File: src/rtl/rdlat_pkg.sv
package rdlat_pkg;

  typedef enum logic [3:0] {
    ST_IDLE,
    ST_EWR,
    ST_ERD,
    ST_LWR,
    ST_LRD,
    ST_LWAIT,
    ST_LSET,
    ST_DONE,
    ST_FAIL
  } cal_st_e;

endpackage

File: src/rtl/rdlat_edge_chk.sv
module rdlat_edge_chk #(
  parameter int                 NUM_GRP = 4,
  parameter int                 GRP_W   = 8,
  parameter logic [GRP_W-1:0]   PAT     = 8'hA5
) (
  input  logic                     clk,
  input  logic                     rst_n,
  input  logic                     clr,
  input  logic                     en,
  input  logic [NUM_GRP*GRP_W-1:0] cap,
  output logic [NUM_GRP-1:0]       adv_o,
  output logic [NUM_GRP-1:0]       ok_o
);

  localparam int HALF = GRP_W / 2;
  localparam logic [GRP_W-1:0] SWP = {PAT[HALF-1:0], PAT[GRP_W-1:HALF]};

  for (genvar g = 0; g < NUM_GRP; g++) begin : g_grp
    logic [GRP_W-1:0] word;
    logic ok_q, ok_n, advd_q, advd_n, pul_q, pul_n;

    assign word = cap[g*GRP_W +: GRP_W];

    always_comb begin
      ok_n   = ok_q;
      advd_n = advd_q;
      pul_n  = 1'b0;
      if (clr) begin
        ok_n   = 1'b0;
        advd_n = 1'b0;
      end else if (en && !ok_q) begin
        if (word == PAT) begin
          ok_n = 1'b1;
        end else if ((word == SWP) && !advd_q) begin
          advd_n = 1'b1;
          pul_n  = 1'b1;
        end
      end
    end

    always_ff @(posedge clk or negedge rst_n) begin
      if (!rst_n) begin
        ok_q   <= 1'b0;
        advd_q <= 1'b0;
        pul_q  <= 1'b0;
      end else begin
        ok_q   <= ok_n;
        advd_q <= advd_n;
        pul_q  <= pul_n;
      end
    end

    assign adv_o[g] = pul_q;
    assign ok_o[g]  = ok_q;
  end

endmodule

File: src/rtl/rdlat_meas.sv
module rdlat_meas #(
  parameter int               NUM_DEV     = 2,
  parameter int               GRP_PER_DEV = 2,
  parameter int               GRP_W       = 8,
  parameter int               LAT_W       = 6,
  parameter logic [GRP_W-1:0] PAT         = 8'h3C
) (
  input  logic                                 clk,
  input  logic                                 rst_n,
  input  logic                                 clr,
  input  logic                                 en,
  input  logic [LAT_W-1:0]                     cnt,
  input  logic [NUM_DEV*GRP_PER_DEV*GRP_W-1:0] cap,
  output logic [NUM_DEV*LAT_W-1:0]             lat_o,
  output logic [NUM_DEV-1:0]                   found_o
);

  localparam int DEV_W = GRP_PER_DEV * GRP_W;
  localparam logic [DEV_W-1:0] DEV_PAT = {GRP_PER_DEV{PAT}};

  for (genvar d = 0; d < NUM_DEV; d++) begin : g_dev
    logic             hit;
    logic             fnd_q, fnd_n;
    logic [LAT_W-1:0] lat_q, lat_n;

    assign hit = (cap[d*DEV_W +: DEV_W] == DEV_PAT);

    always_comb begin
      fnd_n = fnd_q;
      lat_n = lat_q;
      if (clr) begin
        fnd_n = 1'b0;
        lat_n = '0;
      end else if (en && !fnd_q && hit) begin
        fnd_n = 1'b1;
        lat_n = cnt;
      end
    end

    always_ff @(posedge clk or negedge rst_n) begin
      if (!rst_n) begin
        fnd_q <= 1'b0;
        lat_q <= '0;
      end else begin
        fnd_q <= fnd_n;
        lat_q <= lat_n;
      end
    end

    assign lat_o[d*LAT_W +: LAT_W] = lat_q;
    assign found_o[d]              = fnd_q;
  end

endmodule

File: src/rtl/rdlat_tap_dly.sv
module rdlat_tap_dly #(
  parameter int W     = 1,
  parameter int DEPTH = 63,
  parameter int SEL_W = 6
) (
  input  logic             clk,
  input  logic             rst_n,
  input  logic             en,
  input  logic [SEL_W-1:0] sel,
  input  logic [W-1:0]     din,
  output logic [W-1:0]     dout
);

  logic [W-1:0] stg [1:DEPTH];

  always_ff @(posedge clk or negedge rst_n) begin
    if (!rst_n) begin
      for (int i = 1; i <= DEPTH; i++) stg[i] <= '0;
    end else if (en) begin
      stg[1] <= din;
      for (int i = 2; i <= DEPTH; i++) stg[i] <= stg[i-1];
    end
  end

  always_comb begin
    dout = din;
    for (int i = 1; i <= DEPTH; i++) begin
      if (sel == i[SEL_W-1:0]) dout = stg[i];
    end
  end

endmodule

File: src/rtl/rdlat_cal.sv
module rdlat_cal
  import rdlat_pkg::*;
#(
  parameter int               NUM_DEV     = 2,
  parameter int               GRP_PER_DEV = 2,
  parameter int               GRP_W       = 8,
  parameter int               TIMEOUT     = 64,
  parameter logic [GRP_W-1:0] EDGE_PAT    = 8'hA5,
  parameter logic [GRP_W-1:0] LAT_PAT     = 8'h3C
) (
  input  logic                                 clk,
  input  logic                                 rst_n,
  input  logic                                 center_done,
  input  logic                                 cfg_lat_en,
  input  logic [$clog2(TIMEOUT)-1:0]           cfg_lat,
  output logic                                 cmd_wr,
  output logic                                 cmd_rd,
  output logic [NUM_DEV*GRP_PER_DEV*GRP_W-1:0] cmd_wdata,
  input  logic [NUM_DEV*GRP_PER_DEV*GRP_W-1:0] cap_data,
  output logic [NUM_DEV*GRP_PER_DEV-1:0]       edge_adv,
  input  logic                                 rd_cmd_vld,
  output logic                                 rd_vld_out,
  output logic [NUM_DEV*GRP_PER_DEV*GRP_W-1:0] rd_data_out,
  output logic                                 cal_done,
  output logic                                 cal_err,
  output logic                                 cal_tmo
);

  localparam int NUM_GRP = NUM_DEV * GRP_PER_DEV;
  localparam int DEV_W   = GRP_PER_DEV * GRP_W;
  localparam int BUS_W   = NUM_GRP * GRP_W;
  localparam int LAT_W   = $clog2(TIMEOUT);
  localparam int CNT_W   = $clog2(TIMEOUT + 1);
  localparam int MAX_LAT = TIMEOUT - 1;

  cal_st_e            st_q, st_n;
  logic [CNT_W-1:0]   cnt_q, cnt_n;
  logic [LAT_W-1:0]   fix_q, fix_n;
  logic               err_q, err_n;
  logic [LAT_W-1:0]   off_q [NUM_DEV];
  logic [LAT_W-1:0]   off_n [NUM_DEV];

  logic [NUM_GRP-1:0]       grp_ok;
  logic [NUM_DEV-1:0]       dev_found;
  logic [NUM_DEV*LAT_W-1:0] lat_w;
  logic                     all_ok, all_found, ld_en;
  logic [LAT_W-1:0]         max_lat, sel_lat;
  logic                     cfg_short;
  logic                     vld_dly;

  // edge alignment per byte group
  rdlat_edge_chk #(
    .NUM_GRP (NUM_GRP),
    .GRP_W   (GRP_W),
    .PAT     (EDGE_PAT)
  ) u_edge (
    .clk   (clk),
    .rst_n (rst_n),
    .clr   (st_q == ST_EWR),
    .en    (st_q == ST_ERD),
    .cap   (cap_data),
    .adv_o (edge_adv),
    .ok_o  (grp_ok)
  );

  // per-device return latency
  rdlat_meas #(
    .NUM_DEV     (NUM_DEV),
    .GRP_PER_DEV (GRP_PER_DEV),
    .GRP_W       (GRP_W),
    .LAT_W       (LAT_W),
    .PAT         (LAT_PAT)
  ) u_meas (
    .clk     (clk),
    .rst_n   (rst_n),
    .clr     (st_q == ST_LRD),
    .en      (st_q == ST_LWAIT),
    .cnt     (cnt_q[LAT_W-1:0]),
    .cap     (cap_data),
    .lat_o   (lat_w),
    .found_o (dev_found)
  );

  assign all_ok    = &grp_ok;
  assign all_found = &dev_found;
  assign ld_en     = (st_q == ST_LSET);

  // latency selection
  always_comb begin
    max_lat = '0;
    for (int d = 0; d < NUM_DEV; d++) begin
      if (lat_w[d*LAT_W +: LAT_W] > max_lat) max_lat = lat_w[d*LAT_W +: LAT_W];
    end
    cfg_short = cfg_lat_en && (cfg_lat < max_lat);
    sel_lat   = (cfg_lat_en && !cfg_short) ? cfg_lat : max_lat;
  end

  // sequencer next state
  always_comb begin
    st_n  = st_q;
    cnt_n = cnt_q;
    unique case (st_q)
      ST_IDLE:  if (center_done) st_n = ST_EWR;
      ST_EWR: begin
        st_n  = ST_ERD;
        cnt_n = '0;
      end
      ST_ERD: begin
        if (all_ok)                        st_n  = ST_LWR;
        else if (cnt_q == CNT_W'(TIMEOUT)) st_n  = ST_FAIL;
        else                               cnt_n = cnt_q + CNT_W'(1);
      end
      ST_LWR:   st_n = ST_LRD;
      ST_LRD: begin
        st_n  = ST_LWAIT;
        cnt_n = CNT_W'(1);
      end
      ST_LWAIT: begin
        if (all_found)                     st_n  = ST_LSET;
        else if (cnt_q == CNT_W'(TIMEOUT)) st_n  = ST_FAIL;
        else                               cnt_n = cnt_q + CNT_W'(1);
      end
      ST_LSET:  st_n = ST_DONE;
      ST_DONE:  st_n = ST_DONE;
      ST_FAIL:  st_n = ST_FAIL;
      default:  st_n = ST_IDLE;
    endcase
  end

  // setting next values
  always_comb begin
    fix_n = fix_q;
    err_n = err_q;
    for (int d = 0; d < NUM_DEV; d++) off_n[d] = off_q[d];
    if (ld_en) begin
      fix_n = sel_lat;
      err_n = cfg_short;
      for (int d = 0; d < NUM_DEV; d++) off_n[d] = sel_lat - lat_w[d*LAT_W +: LAT_W];
    end
  end

  always_ff @(posedge clk or negedge rst_n) begin
    if (!rst_n) begin
      st_q  <= ST_IDLE;
      cnt_q <= '0;
      fix_q <= '0;
      err_q <= 1'b0;
      for (int d = 0; d < NUM_DEV; d++) off_q[d] <= '0;
    end else begin
      st_q  <= st_n;
      cnt_q <= cnt_n;
      fix_q <= fix_n;
      err_q <= err_n;
      for (int d = 0; d < NUM_DEV; d++) off_q[d] <= off_n[d];
    end
  end

  // command port
  assign cmd_wr = (st_q == ST_EWR) || (st_q == ST_LWR);
  assign cmd_rd = (st_q == ST_ERD) || (st_q == ST_LRD);

  always_comb begin
    cmd_wdata = '0;
    if (st_q == ST_EWR) cmd_wdata = {NUM_GRP{EDGE_PAT}};
    if (st_q == ST_LWR) cmd_wdata = {NUM_GRP{LAT_PAT}};
  end

  // read-valid delay
  rdlat_tap_dly #(
    .W     (1),
    .DEPTH (MAX_LAT),
    .SEL_W (LAT_W)
  ) u_vld_dly (
    .clk   (clk),
    .rst_n (rst_n),
    .en    (1'b1),
    .sel   (fix_q),
    .din   (rd_cmd_vld),
    .dout  (vld_dly)
  );

  // per-device data equalisation
  for (genvar d = 0; d < NUM_DEV; d++) begin : g_ddly
    rdlat_tap_dly #(
      .W     (DEV_W),
      .DEPTH (MAX_LAT),
      .SEL_W (LAT_W)
    ) u_dly (
      .clk   (clk),
      .rst_n (rst_n),
      .en    (1'b1),
      .sel   (off_q[d]),
      .din   (cap_data[d*DEV_W +: DEV_W]),
      .dout  (rd_data_out[d*DEV_W +: DEV_W])
    );
  end

  assign rd_vld_out = cal_done && vld_dly;
  assign cal_done   = (st_q == ST_DONE);
  assign cal_tmo    = (st_q == ST_FAIL);
  assign cal_err    = err_q;

endmodule

File: config.mk
export PLATFORM = sky130hd
export DESIGN_NAME = rdlat_cal
export DESIGN_NICKNAME = d
export VERILOG_FILES = /design/src/rtl/rdlat_pkg.sv /design/src/rtl/rdlat_edge_chk.sv /design/src/rtl/rdlat_meas.sv /design/src/rtl/rdlat_tap_dly.sv /design/src/rtl/rdlat_cal.sv
export SDC_FILE = /design/constraint.sdc
export NUM_CORES = 2
export LEC_CHECK = 0
export BUFFER_PORTS_ARGS = -buffer_cell sky130_fd_sc_hd__buf_2
export CAP_MARGIN = 20
export CORE_MARGIN = 2
export CORE_UTILIZATION = 60
export CTS_BUF_LIST = sky130_fd_sc_hd__clkbuf_16
export DETAILED_ROUTE_END_ITERATION = 8
export PLACE_DENSITY = 0.77
export SLEW_MARGIN = 10
export SYNTH_ARGS = -nofsm -noshare
export SYNTH_HDL_FRONTEND = slang
export SYNTH_SLANG_ARGS = --single-unit
export TNS_END_PERCENT = 5
File: constraint.sdc
create_clock -name clk -period 6.2 [get_ports clk]
set_clock_uncertainty 0.15 [all_clocks]
set_input_delay 0.31 -clock clk [delete_from_list [all_inputs] [get_ports clk]]
set_output_delay 0.31 -clock clk [all_outputs]
set_load 0.005 [all_outputs]
* Yosys cells after proc, flatten, opt, wreduce, memory -nomap -nowiden
Index checks and enable logic that the tools add are counted.
Word-level totals: bits in latches 0, memory bits (writable) 0, memory bits (read-only) 0, bits of input ports 43, flip-flop bits (word level) 2135, memories kept 0, word-level logic and storage cells 743, output and inout port bits 74
Cells by class: $mul 0, order comparisons 3, add/sub/neg operators 3, reduce and logical (&&, ||, !) cells 56, div/mod/pow operators 0, bitwise gates (word level) 0, equal/unequal tests 215, shifts and indexed selects 0, muxes and demuxes 255
Operators with widths (number):
- 16-bit two-way mux | 126
- 6-bit == test, second input constant | 96
- 6-bit by 5-bit == test with 1-bit output, second input constant | 48
- 6-bit by 4-bit == test with 1-bit output, second input constant | 24
- 1-bit two-way mux | 111
- 6-bit by 3-bit == test with 1-bit output, second input constant | 12
- 32-bit two-way mux | 2
- 6-bit two-way mux | 7
- 6-bit by 2-bit == test with 1-bit output, second input constant | 6
- 16-bit by 14-bit == test with 1-bit output, second input constant | 2
- 8-bit by 7-bit == test with 1-bit output, second input constant | 4
- 8-bit == test, second input constant | 4
- 4-bit case mux with 8 select lines | 1
- 7-bit case mux with 4 select lines | 1
- 2-bit nonzero test | 14
- 7-bit two-way mux | 3
- 6-bit by 1-bit == test with 1-bit output, second input constant | 3
- 4-bit by 3-bit == test with 1-bit output, second input constant | 4
- 4-bit two-way mux | 4
- 1-bit logical AND | 15
- 3-bit AND reduction | 5
- 6-bit subtractor | 2
- 1-bit zero test | 11
- 2-bit AND reduction | 5
- 15 further kinds | 22

* Depth between registers and ports, before layout
depth in word-level cells 65, depth in mapped cells 24, gate-level depth less buffers 23

* Cells and area by module
A second synthesis with hierarchy kept.
Unflattened totals: cell total of the unflattened synthesis 8576, area total of the unflattened synthesis 103944.7 sq um
Modules (own cells, without submodules):
- rdlat_tap_dly at g_ddly[0].u_dly ... | cells each 3918, area each 48181.2 sq um, times used 2, seq. area each 25224.2 sq um
- rdlat_tap_dly at u_vld_dly | cells each 315, area each 3492.1 sq um, times used 1, seq. area each 1576.5 sq um
- rdlat_cal | cells each 298, area each 2620.0 sq um, times used 1, seq. area each 750.7 sq um
- rdlat_meas | cells each 65, area each 764.5 sq um, times used 1, seq. area each 350.3 sq um
- rdlat_edge_chk | cells each 62, area each 705.7 sq um, times used 1, seq. area each 300.3 sq um

* Worst setup path before layout
OpenSTA, ideal clock, no wires.
path type reg2reg, start register u_meas.g_dev[0].lat_q[4], end register off_q[11] (netlist name), path slack 1.379 ns, path buffers 1, library setup time 0.134 ns, cell stages (with the launch flop) 24, data required time 5.916 ns, period minus slack after synthesis 4.821 ns, arrival 4.537 ns, cell sequence dfrtp_1 inv_1 ha_1 a211o_1 o21ai_1 clkbuf_1 nor2_1 a21oi_1 ha_1 nor3_1 nand3b_1 mux2i_1 o31ai_2 mux2i_1 inv_1 ha_1 nor2b_1 o21ai_0 nand2b_1 a21o_1 a21oi_1 xnor2_1 xnor2_1 o21ai_0
Between the ends: longest elaborated chain between the ends 10
RTL lines:
- from (decl) | line rdlat_meas.sv:24 | logic [LAT_W-1:0] lat_q, lat_n;
- from (signal assigned) | line rdlat_meas.sv:46 | lat_q <= lat_n;
- 6-bit by 1-bit greater-than comparator with 1-bit output | line rdlat_cal.sv:92 | if (lat_w[d*LAT_W +: LAT_W] > max_lat) max_lat = lat_w[d*LAT_W +: LAT_W];
- 6-bit two-way mux (*) | line rdlat_cal.sv:92
- 6-bit greater-than comparator | line rdlat_cal.sv:92
- 6-bit two-way mux (*) | line rdlat_cal.sv:92
- 6-bit < comparator | line rdlat_cal.sv:94 | cfg_short = cfg_lat_en && (cfg_lat < max_lat);
- 1-bit logical AND | line rdlat_cal.sv:94
- 1-bit zero test | line rdlat_cal.sv:95 | sel_lat = (cfg_lat_en && !cfg_short) ? cfg_lat : max_lat;
- 1-bit logical AND | line rdlat_cal.sv:95
- 6-bit two-way mux (*) | line rdlat_cal.sv:95
- named net sel_lat[1] | line rdlat_cal.sv:47 | logic [LAT_W-1:0] max_lat, sel_lat;
- 6-bit subtractor (*) | line rdlat_cal.sv:138 | for (int d = 0; d < NUM_DEV; d++) off_n[d] = sel_lat - lat_w[d*LAT_W +: LAT_W];
- to (decl) | line rdlat_cal.sv:40 | logic [LAT_W-1:0] off_q [NUM_DEV];
The timed path passes the listed nets; every way through them passes the cells marked *. A chain may end at the register's enable or synchronous reset.

* Worst setup path in the final report
start register off_q[6] (netlist name), end output rd_data_out[14]
Between the ends: longest elaborated chain between the ends 64, elaborated cells on any way between the ends 126, classes of those cells 63 x eq/ne; 63 x mux
RTL lines:
- 6-bit by 1-bit == test with 1-bit output | line rdlat_tap_dly.sv:28 | if (sel == i[SEL_W-1:0]) dout = stg[i];
- 16-bit two-way mux (62 in a row) | line rdlat_tap_dly.sv:28
- 16-bit two-way mux (*) | line rdlat_tap_dly.sv:28
- to (decl) | line rdlat_cal.sv:23 | output logic [NUM_DEV*GRP_PER_DEV*GRP_W-1:0] rd_data_out,
Mark *: on every way between the ends. The rest lies on a longest branch, timed or not.

==> impl_metrics.py <==
metrics = {
    "layout": {
        "syn_to_final_growth_pct": 12.5,
        "drive_gt1_share_pct": 12.5,
        "post-route-util_pct": 68.1,
        "fin_area_sq_um": 84300,
        "fin_cells": 7471,
        "nNetsFinal": 5732,
    },
    "cts": {
        "clock_latency_ns": 0.82,
        "cts_buffers": 199,
        "root_buffer": "clkbuf_16",
        "cts_setup_buffers": 0,
        "cts.sinks": 2135,
        "path_clk_slew_ns": 0.06,
        "cts_htree_levels": 4,
        "tritoncts": "done",
        "cts_buffer_depth": 3,
    },
    "outcome": {
        "violations": "design-rule violations",
        "run_status": "finished with violations",
    },
    "sta": {
        "fin_hold_ws_ns": 0.0214,
        "finalCritPeriodShare_pct": 96.8,
        "finalCriticalPeriod_ns": 6.00,
        "rsz0062_at_grt": "false",
        "setup_ws_ns": 0.200,
        "worst_pin_slew_ns": 1.12,
        "slew_violations": 0,
        "maxSlewHeadroom_pct": 25.2,
        "final.setup.tns_ns": 0,
        "hold_violations": 0,
        "setup_viol": 0,
        "timing.fmax_ghz": 0.167,
    },
    "synthesis": {
        "synth_top_area_share_pct": 71.3,
        "synth_compound_area_share_pct": 14.4,
        "yosys.area.top_type": "dfrtp_1",
        "ys_seq_elements": 2135,
        "synth_xor_area_share_pct": 0.175,
        "synthMuxAreaShare_pct": 3.77,
        "synth_edf_count": 0,
        "async_flop_share_pct": 100,
        "synth_top_family_by_area": "compound AO/OA/AOI/OAI gates",
        "synthesis.instances": 5497,
        "synth_adder_area_share_pct": 0.437,
        "yosysWarnings": 0,
        "yosysSeqAreaShare_pct": 71.3,
        "avgSynthCellArea_sq_um": 13.6,
        "synth_area_leaders": "dfrtp_1, o22ai_1, a22oi_1",
        "yosys.area_share.simple_pct": 7.69,
        "ys.flop_type": "dfrtp_1",
        "synth_area_sq_um": 74900,
        "yosysUniqueCellTypes": 101,
    },
    "placement": {
        "hpwl_microns": 126000,
        "place_area_sq_um": 77300,
        "io_buffers": 108,
        "pre_cts_slack_ns": 0.527,
        "gp_congestion": 0.932,
        "placed_cells": 7057,
    },
    "floorplanning": {
        "io_pins": 117,
        "die-area_sq_um": 128000,
        "coreArea_sq_um": 124000,
        "die_w_microns": 357,
        "die_h_microns": 357,
        "start_util_pct": 60.5,
        "std_cell_rows": 129,
    },
    "global_routing": {
        "overflow": 0,
        "grt_pass1_vias": 51300,
        "antenna_found_initial": 5,
        "grt.total_usage_pct": 30.9,
        "grt_max_degree": 193,
        "grt_pass1_wl_microns": 304000,
    },
    "route": {
        "ant_nets": 0,
        "wl_met2_microns": 94100,
        "vias_per_cell": 6.53,
        "drt-met1-wl_microns": 77400,
        "dr.pass1.iters": 9,
        "wl_met3_microns": 16000,
        "drc": 2,
        "via_count": 48800,
        "drtIter0Drc": 5215,
        "drt-total-wl_microns": 193000,
        "drt-wirelength-per-cell_microns": 25.9,
        "top_layer": "met5",
    },
    "setup_path": {
        "worstPathRequired_ns": 5.74,
        "r2r_slack_ns": 0.79,
        "crit_path_start_kind": "register",
        "end_kind": "output pin",
        "critical_path_peak_fanout": 29,
        "timing.rr.start": "u_meas.g_dev[0].lat_q[4]",
        "reg2reg_depth": 22,
        "worstSetupPathType": "reg2out",
        "reg2reg_to": "off_q[5]",
        "worst_ep_arrival_time_ns": 5.54,
    },
    "worst_hold_path": {
        "hold_depth": 2,
        "min-delay-path-class": "in2reg",
        "whs_endpoint": "g_ddly[1].u_dly.stg[996]",
        "min-delay-start": "cap_data[20]",
    },
    "pwr": {
        "power_mw": 34.9,
        "leakage_nw": 37.4,
        "power.density_nw_per_um2": 414,
        "vdd_ir_drop_max_mv": 0.317,
    },
    "run": {
        "cap_viol_max_count": 0,
    },
}
==> worst max-delay path by stage <==
stage / startpoint / endpoint / slack (ns) / depth (start not counted)
after floorplan: u_meas.g_dev[0].lat_q[4] / off_q[11] / 1.38 / 23
after global placement: u_meas.g_dev[0].lat_q[4] / off_q[5] / 0.51 / 22
after detailed placement: u_meas.g_dev[0].lat_q[4] / off_q[5] / 0.53 / 22
after CTS: off_q[6] / rd_data_out[14] / 0.33 / 10
after global routing: off_q[6] / rd_data_out[0] / 0.15 / 10
final: off_q[6] / rd_data_out[14] / 0.20 / 10
==> state kept, by name, summed over array words and instances (netlist names) <==
name	cells
cal_err	1
u_edge.g_grp.advd_q	4
off_q	12
fix_q	6
u_edge.g_grp.pul_q	4
u_edge.g_grp.ok_q	4
st_q	4
u_meas.g_dev.fnd_q	2
u_meas.g_dev.lat_q	12
cnt_q	7
g_ddly.u_dly.stg	2016
u_vld_dly.stg	63
==> cell usage after synthesis (31+ instances only) <==
library cell  count
o22a_1           47
a21oi_1         255
nand3_1          94
nor2_1          341
buf_2            83
o211ai_1         31
o221ai_1         44
a211oi_1         46
mux2_2           90
buf_4            39
inv_1            35
nand4_1          55
nor3_1          109
dfrtp_1        2135
a21o_1           47
nand2_1         282
o21ai_0         235
mux2i_1         118
nor2b_1          31
a22oi_1         175
nor4_1           37
clkbuf_1        194
a211o_1          33
o22ai_1         270
==> timing repair <==
item | in CTS | in global routing
gates resized for setup | 0 | 1
endpoints found under the hold margin | 196 | 0
hold buffers | 40 | 0
setup endpoints to repair | 0 | 2
==> worst max-delay path, stage by stage (launching register included) <==
cell       delay, ns
dfrtp_4         0.76
buf_4           0.40
nor2b_2         0.55
nand2_2         0.40
mux2i_1         0.25
a211oi_1        0.12
a2111oi_0       0.94
o21ai_0         0.49
a21oi_1         0.36
o221ai_1        0.22
buf_2           0.21
==> final cells by class <==
type,instances,area [sq um]
Timing Repair Buffer,300,2270
Clock buffer,203,5080
Sequential cell,2135,53400
Tap cell,1637,2050
Multi-Input combinational cell,2991,19900
Antenna cell,1,2.50
Inverter,37,139
Clock inverter,167,1470
Fill cell,8093,39500
==> where the power goes <==
group,internal [mW],switching (mW),total [mW]
sequential,14.5,0.633,15.2
combinational,2.52,5.02,7.54
clock,6.87,5.33,12.2
total,23.9,11.0,34.9
==> cells in the final DEF, fill, tap and decap left out, types with 19 or more instances in the layout <==
master,synthesis,final
a31oi_1,28,28
buf_4,39,138
o211ai_1,31,31
nand3_1,94,94
o22ai_1,270,270
a211o_1,33,33
nor2_1,341,340
clkbuf_16,0,203
o22a_1,47,47
dlygate4sd3_1,0,40
a211oi_1,46,46
o21ai_0,235,235
inv_1,35,69
bufinv_16,0,22
a22oi_1,175,175
o41ai_1,19,19
a21boi_0,29,29
nor2b_1,31,28
mux2i_1,118,118
ha_1,23,23
nand4_1,55,55
mux4_2,28,28
clkinv_2,0,44
nor3_1,109,108
mux2_2,90,90
dfrtp_1,2135,2130
a221o_1,30,30
o2111ai_1,21,21
a22o_1,30,30
a21o_1,47,47
a221oi_1,30,30
buf_2,83,107
nand2_1,282,282
a21oi_1,255,255
nor4_1,37,36
o221ai_1,44,44
clkinv_1,2,47
==> cell families after synthesis <==
logic type,after synthesis
XOR/XNOR,15
AO/OA/AOI/OAI,1564
buffers and inverters,378
flip-flops,2135
adder cells (fa/ha/maj),25
multiplexers,236
AND/OR/NAND/NOR,1143
other,1
==> routing by layer <==
metal | track usage, % | vias up
li1 | - | 20700
met1 | 42.5 | 25400
met2 | 49.1 | 2184
met3 | 7.60 | 434
met4 | 9.76 | 8
met5 | 0.259 | -
(Power assumes the default switching activity.)
